$ cat src/rtl/chseq_pkg.sv
package chseq_pkg;
   localparam int SID_W   = 4;
   localparam int ADDR_W  = 16;
   localparam int WORD_W  = 32;
   localparam int NBYTES  = 8;
   localparam int DATA_W  = 8 * NBYTES;
   localparam int OP_W    = 5;

   localparam int STAT_DONE = 0;
   localparam int STAT_FAIL = 1;
   localparam int STAT_DENY = 2;
   localparam int STAT_DROP = 3;

   typedef enum logic [1:0] {
      KIND_READ  = 2'd0,
      KIND_WRITE = 2'd1,
      KIND_CTRL  = 2'd2
   } req_kind_e;

   typedef enum logic [2:0] {
      RES_OK      = 3'd0,
      RES_BADREQ  = 3'd1,
      RES_DENIED  = 3'd2,
      RES_FAILED  = 3'd3,
      RES_DROPPED = 3'd4,
      RES_TIMEOUT = 3'd5
   } result_e;

   typedef enum logic [2:0] {
      SEL_CMD  = 3'd0,
      SEL_STAT = 3'd1,
      SEL_WD0  = 3'd2,
      SEL_WD1  = 3'd3,
      SEL_RD0  = 3'd4,
      SEL_RD1  = 3'd5
   } chsel_e;

   typedef enum logic [3:0] {
      ST_IDLE, ST_WD0, ST_WD1, ST_CMD, ST_POLL,
      ST_WAIT, ST_RD0, ST_RD1, ST_RESP
   } state_e;
endpackage

$ cat src/rtl/chseq_opc_xlate.sv
module chseq_opc_xlate
   import chseq_pkg::*;
(
   input  logic [1:0]      kind,
   input  logic [7:0]      opc,
   output logic [OP_W-1:0] ch_op,
   output logic            legal
);
   always_comb begin
      ch_op = '0;
      legal = 1'b0;
      case (kind)
         KIND_READ: begin
            if (opc[7:5] == 3'b011) begin
               ch_op = 5'd15; legal = 1'b1;
            end else if (opc[7:4] == 4'h2) begin
               ch_op = 5'd13; legal = 1'b1;
            end else if (opc[7:3] == 5'b00111) begin
               ch_op = 5'd1;  legal = 1'b1;
            end
         end
         KIND_WRITE: begin
            if (opc[7:5] == 3'b010) begin
               ch_op = 5'd14; legal = 1'b1;
            end else if (opc[7:4] == 4'h0) begin
               ch_op = 5'd2;  legal = 1'b1;
            end else if (opc[7:3] == 5'b00110) begin
               ch_op = 5'd0;  legal = 1'b1;
            end else if (opc[7]) begin
               ch_op = 5'd16; legal = 1'b1;
            end
         end
         KIND_CTRL: begin
            if (opc[7:2] == 6'd0) begin
               ch_op = 5'd3 + {3'd0, opc[1:0]};
               legal = 1'b1;
            end
         end
         default: ;
      endcase
   end
endmodule

$ cat src/rtl/chseq_byte_mask.sv
module chseq_byte_mask #(
   parameter int NB = 8
) (
   input  logic [$clog2(NB)-1:0] last_idx,
   input  logic [8*NB-1:0]       din,
   output logic [8*NB-1:0]       dout
);
   localparam int IW = $clog2(NB);
   for (genvar g = 0; g < NB; g++) begin : g_byte
      assign dout[8*g +: 8] = (IW'(g) <= last_idx) ? din[8*g +: 8] : 8'h00;
   end
endmodule

$ cat src/rtl/chseq_tick_timer.sv
module chseq_tick_timer #(
   parameter int CYCLES_PER_US = 50
) (
   input  logic clk,
   input  logic rst_n,
   input  logic load,
   output logic expired
);
   localparam int TW = (CYCLES_PER_US > 2) ? $clog2(CYCLES_PER_US) : 1;
   localparam logic [TW-1:0] RELOAD = TW'(CYCLES_PER_US - 2);

   logic [TW-1:0] cnt_q;

   always_ff @(posedge clk or negedge rst_n) begin
      if (!rst_n)              cnt_q <= '0;
      else if (load)           cnt_q <= RELOAD;
      else if (cnt_q != '0)    cnt_q <= cnt_q - 1'b1;
   end

   assign expired = (cnt_q == '0);
endmodule

$ cat src/rtl/chan_cmd_seq.sv
module chan_cmd_seq
   import chseq_pkg::*;
#(
   parameter int CYCLES_PER_US = 50,
   parameter int MAX_POLLS     = 100
) (
   input  logic        clk,
   input  logic        rst_n,
   input  logic        req_valid,
   input  logic [1:0]  req_kind,
   input  logic [7:0]  req_opc,
   input  logic [3:0]  req_sid,
   input  logic [15:0] req_addr,
   input  logic [3:0]  req_bcm1,
   input  logic [63:0] req_wdata,
   output logic        busy,
   output logic        rsp_valid,
   output logic [2:0]  rsp_code,
   output logic [63:0] rsp_rdata,
   output logic        ch_wr_en,
   output logic        ch_rd_en,
   output logic [2:0]  ch_sel,
   output logic [31:0] ch_wdata,
   input  logic [31:0] ch_rdata
);
   localparam int PCNT_W = $clog2(MAX_POLLS + 1);
   localparam logic [PCNT_W-1:0] LAST_POLL = PCNT_W'(MAX_POLLS - 1);

   if (CYCLES_PER_US < 2) begin : g_bad_cycles
      $error("CYCLES_PER_US must be at least 2");
   end
   if (MAX_POLLS < 1) begin : g_bad_polls
      $error("MAX_POLLS must be at least 1");
   end

   state_e              st_q;
   req_kind_e           kind_q;
   logic [2:0]          bc_q;
   logic [WORD_W-1:0]   cmd_q;
   logic [DATA_W-1:0]   wdata_q, rdata_q;
   result_e             res_q;
   logic [PCNT_W-1:0]   pcnt_q;

   logic [OP_W-1:0]     x_op;
   logic                x_legal, req_ok, take;
   logic [DATA_W-1:0]   wmask, rmask;
   logic                tmr_load, tmr_exp;
   logic                st_done, st_deny, st_fail, st_drop;

   chseq_opc_xlate u_xlate (
      .kind (req_kind), .opc (req_opc), .ch_op (x_op), .legal (x_legal)
   );

   chseq_byte_mask #(.NB(NBYTES)) u_wmask (
      .last_idx (req_bcm1[2:0]), .din (req_wdata), .dout (wmask)
   );

   chseq_byte_mask #(.NB(NBYTES)) u_rmask (
      .last_idx (bc_q), .din (rdata_q), .dout (rmask)
   );

   chseq_tick_timer #(.CYCLES_PER_US(CYCLES_PER_US)) u_tmr (
      .clk (clk), .rst_n (rst_n), .load (tmr_load), .expired (tmr_exp)
   );

   assign take    = (st_q == ST_IDLE) && req_valid;
   assign req_ok  = x_legal && ((req_kind == KIND_CTRL) || !req_bcm1[3]);
   assign st_done = ch_rdata[STAT_DONE];
   assign st_deny = ch_rdata[STAT_DENY];
   assign st_fail = ch_rdata[STAT_FAIL];
   assign st_drop = ch_rdata[STAT_DROP];
   assign tmr_load = (st_q == ST_POLL) && !st_done;

   always_ff @(posedge clk or negedge rst_n) begin
      if (!rst_n) begin
         st_q    <= ST_IDLE;
         kind_q  <= KIND_READ;
         bc_q    <= '0;
         cmd_q   <= '0;
         wdata_q <= '0;
         rdata_q <= '0;
         res_q   <= RES_OK;
         pcnt_q  <= '0;
      end else begin
         unique case (st_q)
            ST_IDLE: if (take) begin
               kind_q  <= req_kind_e'(req_kind);
               bc_q    <= req_bcm1[2:0];
               wdata_q <= wmask;
               rdata_q <= '0;
               res_q   <= RES_OK;
               if (req_kind == KIND_CTRL)
                  cmd_q <= {x_op, 3'b000, req_sid, 20'd0};
               else
                  cmd_q <= {x_op, 3'b000, req_sid, req_addr, 1'b0, req_bcm1[2:0]};
               if (!req_ok) begin
                  res_q <= RES_BADREQ;
                  st_q  <= ST_RESP;
               end else if (req_kind == KIND_WRITE) begin
                  st_q  <= ST_WD0;
               end else begin
                  st_q  <= ST_CMD;
               end
            end
            ST_WD0: st_q <= (bc_q > 3'd3) ? ST_WD1 : ST_CMD;
            ST_WD1: st_q <= ST_CMD;
            ST_CMD: begin
               pcnt_q <= '0;
               st_q   <= ST_POLL;
            end
            ST_POLL: begin
               if (st_done) begin
                  if (st_deny) begin
                     res_q <= RES_DENIED;  st_q <= ST_RESP;
                  end else if (st_fail) begin
                     res_q <= RES_FAILED;  st_q <= ST_RESP;
                  end else if (st_drop) begin
                     res_q <= RES_DROPPED; st_q <= ST_RESP;
                  end else begin
                     st_q <= (kind_q == KIND_READ) ? ST_RD0 : ST_RESP;
                  end
               end else if (pcnt_q == LAST_POLL) begin
                  res_q <= RES_TIMEOUT;
                  st_q  <= ST_RESP;
               end else begin
                  pcnt_q <= pcnt_q + 1'b1;
                  st_q   <= ST_WAIT;
               end
            end
            ST_WAIT: if (tmr_exp) st_q <= ST_POLL;
            ST_RD0: begin
               rdata_q[WORD_W-1:0] <= ch_rdata;
               st_q <= (bc_q > 3'd3) ? ST_RD1 : ST_RESP;
            end
            ST_RD1: begin
               rdata_q[DATA_W-1:WORD_W] <= ch_rdata;
               st_q <= ST_RESP;
            end
            ST_RESP: st_q <= ST_IDLE;
            default: st_q <= ST_IDLE;
         endcase
      end
   end

   always_comb begin
      ch_wr_en = 1'b0;
      ch_rd_en = 1'b0;
      ch_sel   = SEL_CMD;
      ch_wdata = '0;
      case (st_q)
         ST_WD0:  begin ch_wr_en = 1'b1; ch_sel = SEL_WD0; ch_wdata = wdata_q[WORD_W-1:0]; end
         ST_WD1:  begin ch_wr_en = 1'b1; ch_sel = SEL_WD1; ch_wdata = wdata_q[DATA_W-1:WORD_W]; end
         ST_CMD:  begin ch_wr_en = 1'b1; ch_sel = SEL_CMD; ch_wdata = cmd_q; end
         ST_POLL: begin ch_rd_en = 1'b1; ch_sel = SEL_STAT; end
         ST_RD0:  begin ch_rd_en = 1'b1; ch_sel = SEL_RD0; end
         ST_RD1:  begin ch_rd_en = 1'b1; ch_sel = SEL_RD1; end
         default: ;
      endcase
   end

   assign busy      = (st_q != ST_IDLE);
   assign rsp_valid = (st_q == ST_RESP);
   assign rsp_code  = res_q;
   assign rsp_rdata = (res_q == RES_OK) ? rmask : '0;
endmodule

$ cat config.mk
export PLATFORM = sky130hd
export DESIGN_NAME = chan_cmd_seq
export DESIGN_NICKNAME = d
export VERILOG_FILES = /design/src/rtl/chseq_pkg.sv /design/src/rtl/chseq_opc_xlate.sv /design/src/rtl/chseq_byte_mask.sv /design/src/rtl/chseq_tick_timer.sv /design/src/rtl/chan_cmd_seq.sv
export SDC_FILE = /design/constraint.sdc
export NUM_CORES = 1
export LEC_CHECK = 0
export BUFFER_PORTS_ARGS = -buffer_cell sky130_fd_sc_hd__buf_2
export CORE_UTILIZATION = 54
export CTS_BUF_LIST = sky130_fd_sc_hd__clkbuf_8
export CTS_CLUSTER_SIZE = 24
export DETAILED_ROUTE_END_ITERATION = 8
export HOLD_SLACK_MARGIN = 0.08
export PLACE_DENSITY_LB_ADDON = 0.15
export SYNTH_ARGS = -nofsm -noshare
export SYNTH_HDL_FRONTEND = slang
export SYNTH_SLANG_ARGS = --single-unit
$ cat constraint.sdc
create_clock -name clk -period 2.47 [get_ports clk]
set_input_delay 0.1235 -clock clk [delete_from_list [all_inputs] [get_ports clk]]
set_output_delay 0.1235 -clock clk [all_outputs]
set_load 0.01 [all_outputs]
# Word level (Yosys, flattened, before mapping)
# Cells that the tools add are included.
# W data, S select, Z words.
word_totals:
  regBits: 185
  inputBits: 133
  output_inout_bits: 106
  wordCells: 149
classes:
  addsub: 3
  order_cmp: 17
  n_eq_ne: 22
  n_mux: 69
  n_reduce_logical: 28
ops:
  columns: ["op", "count"]
  rows:
  - ["$mux W64", 2]
  - ["$mux W8", 16]
  - ["$pmux W32 S2", 2]
  - ["$pmux W32 S3", 1]
  - ["$mux W4", 10]
  - ["$mux W5", 7]
  - ["$pmux W4 S8", 1]
  - ["$le A3 B3 Y1 const A", 8]
  - ["$mux W20", 1]
  - ["$mux W3", 6]
  - ["$eq A4 B3 Y1 const B", 4]
  - ["$pmux W3 S5", 1]
  - ["$pmux W5 S3", 1]
  - ["$mux W7", 2]
  - ["$pmux W7 S2", 1]
  - ["$mux W1", 13]
  - ["$eq A4 B2 Y1 const B", 3]
  - ["$le A1 B3 Y1 const A", 4]
  - ["$le A2 B3 Y1 const A", 4]
  - ["$logic_not A6 Y1", 2]
  - ["$mux W6", 2]
  - ["$eq A5 B3 Y1 const B", 2]
  - ["$reduce_bool A2 Y1", 5]
  - ["$logic_not A4 Y1", 2]
  - ["other kinds (27)", 39]

# Depth between registers and ports, before layout
# Gate-level depths: netlist of run 1.
logic_depth:
  ltp_word: 9
  depth_mapped: 7
  ltp_nobuf: 6

# By module
# A second synthesis of run 1 with hierarchy kept.
unflattened:
  cells_unflattened: 1050
  hier_area_um2: 9425.3
by_module_without_submodules:
  columns: ["mod", "instances", "cells_per_inst", "area_each_um2", "seq_area_each_um2"]
  rows:
  - ["chan_cmd_seq", 1, 848, 8034.0, 4379.2]
  - ["chseq_byte_mask", 2, 73, 446.7, 0.0]
  - ["chseq_tick_timer", 1, 32, 335.3, 150.1]
  - ["chseq_opc_xlate", 1, 24, 162.7, 0.0]

# Least setup slack after synthesis of run 1
# OpenSTA, ideal clock, no wires.
synth_path:
  path_kind: "register to register"
  startpoint: "register st_q[1]"
  endpoint: "register pcnt_q[0]"
  setup_ns: 0.125
  arrival_time_ns: 1.796
  required_ns: 2.345
  setup_slack_ns: 0.549
  stages_incl_launch_ff: 6
  path_buffers: 1
  synth_period_minus_slack_ns: 1.921
  cell_sequence: "dfrtp_1 or4b_1 buf_2 a311oi_4 nor2_1 mux2_2"
synth_between:
  elab_chain_len: 3
  elab_cells_between_ends: 7
  classes_between: "eq/ne: 4; mux: 1; reduce/logical: 2"
synth_rtl:
  columns: ["item", "line_no", "rtl"]
  rows:
  - ["from (decl)", "chan_cmd_seq.sv:36", "state_e st_q;"]
  - ["from (signal assigned)", "chan_cmd_seq.sv:105", "ST_WD0: st_q <= (bc_q > 3'd3) ? ST_WD1 : ST_CMD;"]
  - ["from (signal assigned)", "chan_cmd_seq.sv:120", "st_q <= (kind_q == KIND_READ) ? ST_RD0 : ST_RESP;"]
  - ["from (signal assigned)", "chan_cmd_seq.sv:133", "st_q <= (bc_q > 3'd3) ? ST_RD1 : ST_RESP;"]
  - ["$eq A4 B3 Y1 / $eq A4 B2 Y1 (equally long branches)", "chan_cmd_seq.sv:85", "unique case (st_q)"]
  - ["$ne A2 B2 Y1 (no source line) / $reduce_bool A2 Y1 (equally long branches)", null, null]
  - ["$reduce_and A3 Y1 (no source line)", null, null]
  - ["to (signal assigned)", "chan_cmd_seq.sv:126", "pcnt_q <= pcnt_q + 1'b1;"]
  - ["to (decl)", "chan_cmd_seq.sv:42", "logic [PCNT_W-1:0] pcnt_q;"]
# Parallel ways exist; a longest one is shown, timed or not.
# A chain may end at the register's enable or synchronous reset.

# Worst setup path after layout of run 1
layout_path:
  startpoint: "register st_q[0]"
  endpoint: "output ch_wdata[27]"
layout_between:
  elab_chain_len: 2
  elab_cells_between_ends: 4
  classes_between: "eq/ne: 3; mux: 1"
layout_rtl:
  columns: ["item", "line_no", "rtl"]
  rows:
  - ["$eq A4 B2 Y1 / $eq A4 B1 Y1 (equally long branches)", "chan_cmd_seq.sv:150", "case (st_q)"]
  - ["$pmux W32 S3 (*)", "chan_cmd_seq.sv:150", null]
  - ["to (decl)", "chan_cmd_seq.sv:23", "output logic [31:0] ch_wdata,"]
# Mark *: on every way between the ends. The rest lies on a longest branch, timed or not.

==> results.md, run 1 <==
- Final period util: 0.961
- Reg2Reg Launch Point: st_q[2]
- Main synth FF type: dfrtp_1
- Initial antenna violation count: 1
- IO buf count: 238
- GR Overflow Total: 0
- Post-synth ARST share: 1.00
- CTS sink cnt: 181
- Yosys warns: 0
- Worst hold path depth: 5
- Avg WL per Cell: 17.2 um
- Critical Path RT: 2.35 ns
- Final TNS setup: 0 ns
- Reg2Reg Setup Slack: 0.28 ns
- Routing usage on met2: 0.517
- Vias post-DR: 8,163
- Type of origin of the critical path: flip-flop
- Routing usage on met1: 0.423
- Clk slew on worst S/H paths: 0.10 ns
- Hold EP: cmd_q[30]
- Pin count of the biggest net entering global routing: 79
- Worst Hold Launch: req_opc[6]
- CTS H-tree depth: 4
- Max VDD drop: 0.585 mV
- # DRC: 0
- Setup violators final: 0
- CTS Buffer Depth: 2
- Min cycle time layout: 2.37 ns
- Post-synth EDFFs: 0
- FP Rows: 45
- Worst min path class: input pin to flip-flop
- Iter 0 DRT Violations: 607
- Post-Route WL: 25.3 mm
- Crit Path Max Fanout: 25
- P&R area growth vs syn: 37.2%
- Dpl hpwl: 15.4 mm
- Post-Syn Area: 0.00861 sq mm
- Max-cap violations: 0
- Register area share after synthesis: 0.526
- R2r worst-path depth: 6
- Final-layout fill cell count: 1,061
- CTS tree: built
- Post-Syn Instances: 910
- Commonest non-fill, non-tap cells in the layout: 237 x buf_2, 203 x nand2_1, 180 x dfrtp_1, 130 x dlygate4sd3_1, 66 x a22o_1
- Number of global-route vias before repair: 8,064
- CORE AREA: 0.0154 sq mm
- Most common cell after layout, fill and taps aside: buf_2
- Die area: 0.0165 sq mm
- #FFs+latches synth: 181
- Initial Util: 0.560
- Chip width: 128 um
- RSZ-0062 raised after global routing: no
- Share of layout cells above drive strength 1: 0.267
- Nets: 1,387
- Clk_skew: 0.0194 ns
- CP arrival: 2.25 ns
- Layer with the highest usage: met2
- TritonRoute pass-1 iters: 6
- Outcome: finished clean
- CTS Buf Count: 17
- Mapped Nets: 1,047
- Reg2reg end: rdata_q[15]
- Worst-margin pin slew: 0.747 ns
- I/O Pins: 239
- Worst skew pair latency: 0.48 ns
- WS Path Type: flip-flop to primary output
- Fin. max-slew vios: 0
- Setup crit end kind: primary output
- Max Clock Freq: 421 MHz
- Via-per-instance ratio: 5.53
- Met3 usage: 0.0605
- Die height: 128 um
- Synth cell types: 53
- Power Dens Cells: 916 mW/mm^2
- First-pass GRT wire length: 40.3 mm
- Overall global routing resource usage: 0.318
- Hold Fails Final Rpt: 0
- Root buffer cell: clkbuf_8
- Post-route ant nets: 0
- Max transition margin: 0.500
- Leakage: 6.06 nW
- GP Congestion: 0.855
- Final Hold Slack: 0.109 ns
- Mapped Avg Cell Area: 9.46 sq um
routing by layer:
metal  share of wire  wire length, um  vias up
met5         0.00032                8        -
met4           0.023              593        2
met3           0.068             1710       57
met2            0.48            12000      389
met1            0.43            11000     3876
li1                -                -     3839
where the power goes:
group	internal [mW]	switching, mW	total, mW
logic	1.64	2.61	4.25
clock network	1.13	1.14	2.27
registers	3.75	0.555	4.30
final cells by class:
class / count / area [sq um] / area share
flip-flops and latches: 181 / 4530 / 0.384
multi-input cells: 651 / 3820 / 0.323
repair buffers: 390 / 2720 / 0.230
well taps: 211 / 264 / 0.0223
clock buffers: 17 / 234 / 0.0198
clock inverters: 15 / 213 / 0.0180
inverters: 9 / 33.8 / 0.00286
diodes: 1 / 2.50 / 0.000212
flip-flops by register name, indices dropped and copies added (netlist names):
| name | flops |
|---|---|
| kind_q | 2 |
| st_q | 4 |
| pcnt_q | 7 |
| rsp_code | 3 |
| rdata_q | 64 |
| bc_q | 3 |
| cmd_q | 28 |
| wdata_q | 64 |
| u_tmr.cnt_q | 6 |
synthesized netlist by cell type, types with 8 or more instances:
cell        n  area, sq um
and2_1     49          307
mux2_2     29          327
nand2_1   204          766
clkbuf_1   56          210
inv_1       8         30.0
nor3_1      9         45.0
nand3_1    11         55.1
nor2_1     56          210
a22oi_1    33          248
dfrtp_1   181         4530
buf_1      12         45.0
o21ai_1    47          235
and3_1     21          131
o21ai_0    37          185
a22o_1     66          578
a21oi_1     9         45.0
nand2b_1    8         50.1
timing repair:
action / CTS / global route
gates cloned: 0 / 0
hold buffers: 130 / 0
setup buffers: 1 / 0
endpoints found under the setup margin: 11 / 21
hold endpoints to repair: 339 / 0
resized for setup: 0 / 3
worst max path at each step:
stage | start | cells after the start | slack [ns] | to
2_1_floorplan | st_q[1] | 5 | 0.55 | pcnt_q[0]
3_3_place_gp | st_q[2] | 6 | 0.38 | rdata_q[18]
3_5_place_dp | st_q[2] | 6 | 0.33 | rdata_q[17]
4_1_cts | st_q[1] | 5 | 0.04 | ch_wdata[3]
5_1_grt | st_q[0] | 6 | 0.005 | ch_wdata[27]
6_report | st_q[0] | 6 | 0.1 | ch_wdata[27]
critical path: stages, from the launching register on:
cell	delay, ns
dfrtp_2	0.50
buf_4	0.33
nor2b_4	0.28
buf_12	0.21
a22oi_1	0.11
nor2_1	0.17
buf_2	0.17
through the flow:
| step | total power [mW] | util | setup WS, ns | cell area [sq um] | std cells |
|---|---|---|---|---|---|
| detailed placement | 8.35 | 0.654 | 0.334 | 10000 | 1311 |
| finish | 10.8 | 0.769 | 0.0960 | 11800 | 1475 |
| global route | 11.5 | 0.768 | 0.00473 | 11800 | 1474 |
| global placement | 8.24 | 0.654 | 0.385 | 10000 | 1311 |
| floorplan | 6.95 | - | 0.549 | 8610 | 910 |
| CTS | 10.8 | 0.768 | 0.0406 | 11800 | 1474 |
kinds of logic (layout without fill, tap and decap cells):
group	after synthesis	after routing	share of synthesized area
AO/OA/AOI/OAI	223	223	0.180
XOR/XNOR	11	11	0.0112
AND/OR/NAND/NOR	384	384	0.205
adder cells (fa/ha/maj)	4	4	0.00581
other	0	1	0
multiplexers	29	29	0.0379
buffers and inverters	78	431	0.0342
flip-flops	181	181	0.526
No activity file was read; power rests on OpenSTA's default activity.
==> run 2: changes to the inputs <==
--- a/config.mk
+++ b/config.mk
@@ -5,11 +5,11 @@
 export SDC_FILE = /design/constraint.sdc
 export NUM_CORES = 1
 export LEC_CHECK = 0
-export BUFFER_PORTS_ARGS = -buffer_cell sky130_fd_sc_hd__buf_2
-export CORE_UTILIZATION = 54
+export CORE_UTILIZATION = 55
 export CTS_BUF_LIST = sky130_fd_sc_hd__clkbuf_8
 export CTS_CLUSTER_SIZE = 24
 export DETAILED_ROUTE_END_ITERATION = 8
+export DONT_BUFFER_PORTS = 1
 export HOLD_SLACK_MARGIN = 0.08
 export PLACE_DENSITY_LB_ADDON = 0.15
 export SYNTH_ARGS = -nofsm -noshare
==> run 2 against run 1 <==
Effect of this change:
- the flow now finishes with violations (hold timing)
- global-route usage decreased by 0.92 points
- combinational power shrank 5.6%
- register-to-register slack worse by 0.05 ns
- clock-buffer cell count stayed put
- critical path depth did not move
- flip-flop and latch count is the same
- sequential power about the same
- largest power group unchanged
- highest routed layer is now met4
==> results.md, run 2 (same netlist as run 1, synthesis figures left out) <==
- CTS Buf Count: 17 (unchanged)
- Pin count of the biggest net entering global routing: 182 (+130%)
- # placed instances: 1,075 (-18%)
- Fin cells: 1,238 (-16%)
- First-pass GRT wire length: 38.7 mm (-3.9%)
- Crit Path Max Fanout: 31 (+24%)
- Post-route ant nets: 0 (unchanged)
- Postcts setup bufs: 0 (-1)
- Hold Fails Final Rpt: 181 (+181)
- Nets: 1,151 (-17%)
- CTS Buffer Depth: 2 (unchanged)
- Setup crit end kind: primary output
- Type of origin of the critical path: flip-flop
- IO buf count: 0 (-100%)
- Clk_skew: 0.0116 ns (-0.00779 ns)
- Post_cts resized: 0 (unchanged)
- Post-place setup slack: 0.265 ns (-0.0686 ns)
- Max Clock Freq: 425 MHz (+0.78%)
- Initial antenna violation count: 0 (-1)
- Reg2reg end: pcnt_q[5]
- Commonest non-fill, non-tap cells in the layout: 203 x nand2_1, 180 x dfrtp_1, 131 x dlygate4sd3_1, 66 x a22o_1, 54 x nor2_1
- # DRC: 0 (unchanged)
- Die area: 0.0162 sq mm (-1.8%)
- Post-Route WL: 24.2 mm (-4.5%)
- Routing usage on met2: 0.511 (-0.00570)
- RSZ-0062 raised after global routing: no
- Iter 0 DRT Violations: 612 (+0.82%)
- Most common cell after layout, fill and taps aside: nand2_1
- TritonRoute pass-1 iters: 5 (-1)
- Largest registers: rdata_q (64), wdata_q (64), cmd_q (28)
- Chip width: 127 um (-0.90%)
- Setup violators final: 0 (unchanged)
- Min cycle time layout: 2.36 ns (-0.0184 ns)
- GR Overflow Total: 0 (unchanged)
- Max-cap violations: 0 (unchanged)
- CTS H-tree depth: 4 (unchanged)
- Max transition margin: 0.367 (-0.133)
- Worst-margin pin slew: 0.947 ns (+0.199 ns)
- Worst skew pair latency: 0.45 ns (-0.03 ns)
- Leakage: 4.92 nW (-19%)
- Failing checks: hold timing
- Final-layout fill cell count: 1,156 (+9.0%)
- # diodes: 0 (-1)
- Via-per-instance ratio: 6.05 (+9.2%)
- CTS sink cnt: 181 (unchanged)
- Outcome: complete, but fails checks
- Routing usage on met1: 0.389 (-0.0337)
- Dpl hpwl: 14.9 mm (-3.0%)
- Worst min path class: input pin to asynchronous set/reset pin
- P&R area growth vs syn: 22.1%
- Critical Path RT: 2.35 ns (about the same)
- WS Path Type: flip-flop to primary output
- Vias post-DR: 7,485 (-8.3%)
- Root buffer cell: clkbuf_8
- Final worst setup slack: 0.114 ns (+0.0184 ns)
- Reg2Reg Setup Slack: 0.23 ns (-0.05 ns)
- Die height: 127 um (-0.90%)
- Max VDD drop: 0.541 mV (-7.4%)
- Overall global routing resource usage: 0.308 (-0.00922)
- R2r worst-path depth: 5 (-1)
- Layer with the highest usage: met2
- Reg2Reg Launch Point: st_q[1]
- CP arrival: 2.23 ns (-0.02 ns)
- Number of global-route vias before repair: 7,510 (-6.9%)
- Final Hold Slack: -0.649 ns (-0.758 ns)
- Power Dens Cells: 965 mW/mm^2 (+5.4%)
- Fin. max-slew vios: 0 (unchanged)
- CTS tree: built
- CORE AREA: 0.0153 sq mm (-0.73%)
- Final TNS setup: 0 ns (unchanged)
- Share of layout cells above drive strength 1: 0.0925 (-0.174)
- Initial Util: 0.564 (+0.00413)
- I/O Pins: 239 (unchanged)
- Met3 usage: 0.0670 (+0.00648)
- FP Rows: 45 (unchanged)
- Avg WL per Cell: 19.5 um (+14%)
- Clk slew on worst S/H paths: 0.09 ns (about the same)
- Final period util: 0.954 (-0.00745)
- GP Congestion: 0.882 (+3.2%)
- CTS Hold Bufs: 131 (+0.77%)
## run 2: cell types whose count changed in the layout (fill, tap and decap cells not counted), sizes merged
cell         change
diode            -1
clkinv           +7
clkinvlp         +1
inv              -5
dlygate4sd3      +1
buf            -237
bufinv           -3
## run 2: per-layer routing
layer,vias up,part of all wire
li1,3357,-
met1,3694,0.42
met2,367,0.48
met3,67,0.072
met4,0,0.032
met5,-,0
## run 2: critical path: stages, from the launching register on
cell	delay (ns)
dfrtp_2	0.38
buf_4	0.35
nor2b_4	0.33
buf_12	0.23
a22oi_1	0.11
nor2_1	0.19
buf_4	0.17
## run 2: report_power, final
part	internal [mW]	total, mW	switching, mW
registers	3.75	4.30	0.548
clock network	0.785	1.85	1.06
logic	1.45	4.01	2.55
## run 2: how the worst max path moves through the flow
| stage | start | to | slack [ns] | cells past startpoint |
|---|---|---|---|---|
| 6_report | st_q[0] | ch_wdata[19] | 0.11 | 6 |
| 5_1_grt | rsp_code[1] | rsp_rdata[60] | 0.002 | 4 |
| 4_1_cts | rsp_code[1] | rsp_rdata[60] | 0.11 | 4 |
| 3_5_place_dp | st_q[1] | pcnt_q[5] | 0.26 | 5 |
| 3_3_place_gp | st_q[1] | pcnt_q[5] | 0.35 | 5 |
| 2_1_floorplan | st_q[1] | pcnt_q[0] | 0.55 | 5 |
## run 2: final cells by class
type | instances | area (sq um) | share of cell area
sequential | 181 | 4530 | 0.431
multi-input combinational | 651 | 3810 | 0.362
timing repair buffer | 154 | 1520 | 0.145
tap | 211 | 264 | 0.0251
clock buffer | 17 | 234 | 0.0223
clock inverter | 15 | 120 | 0.0114
inverter | 9 | 33.8 | 0.00321
## run 2: per-stage QoR
step	instance area, sq um	util	total power, mW	hold slack, ns
global route	10500	0.689	10.8	-0.677
finish	10500	0.689	10.1	-0.649
detailed placement	8850	0.580	8.10	-0.164
global placement	8850	0.580	7.91	-0.164
CTS	10500	0.689	10.1	-0.665
floorplan	8610	-	6.95	-0.172
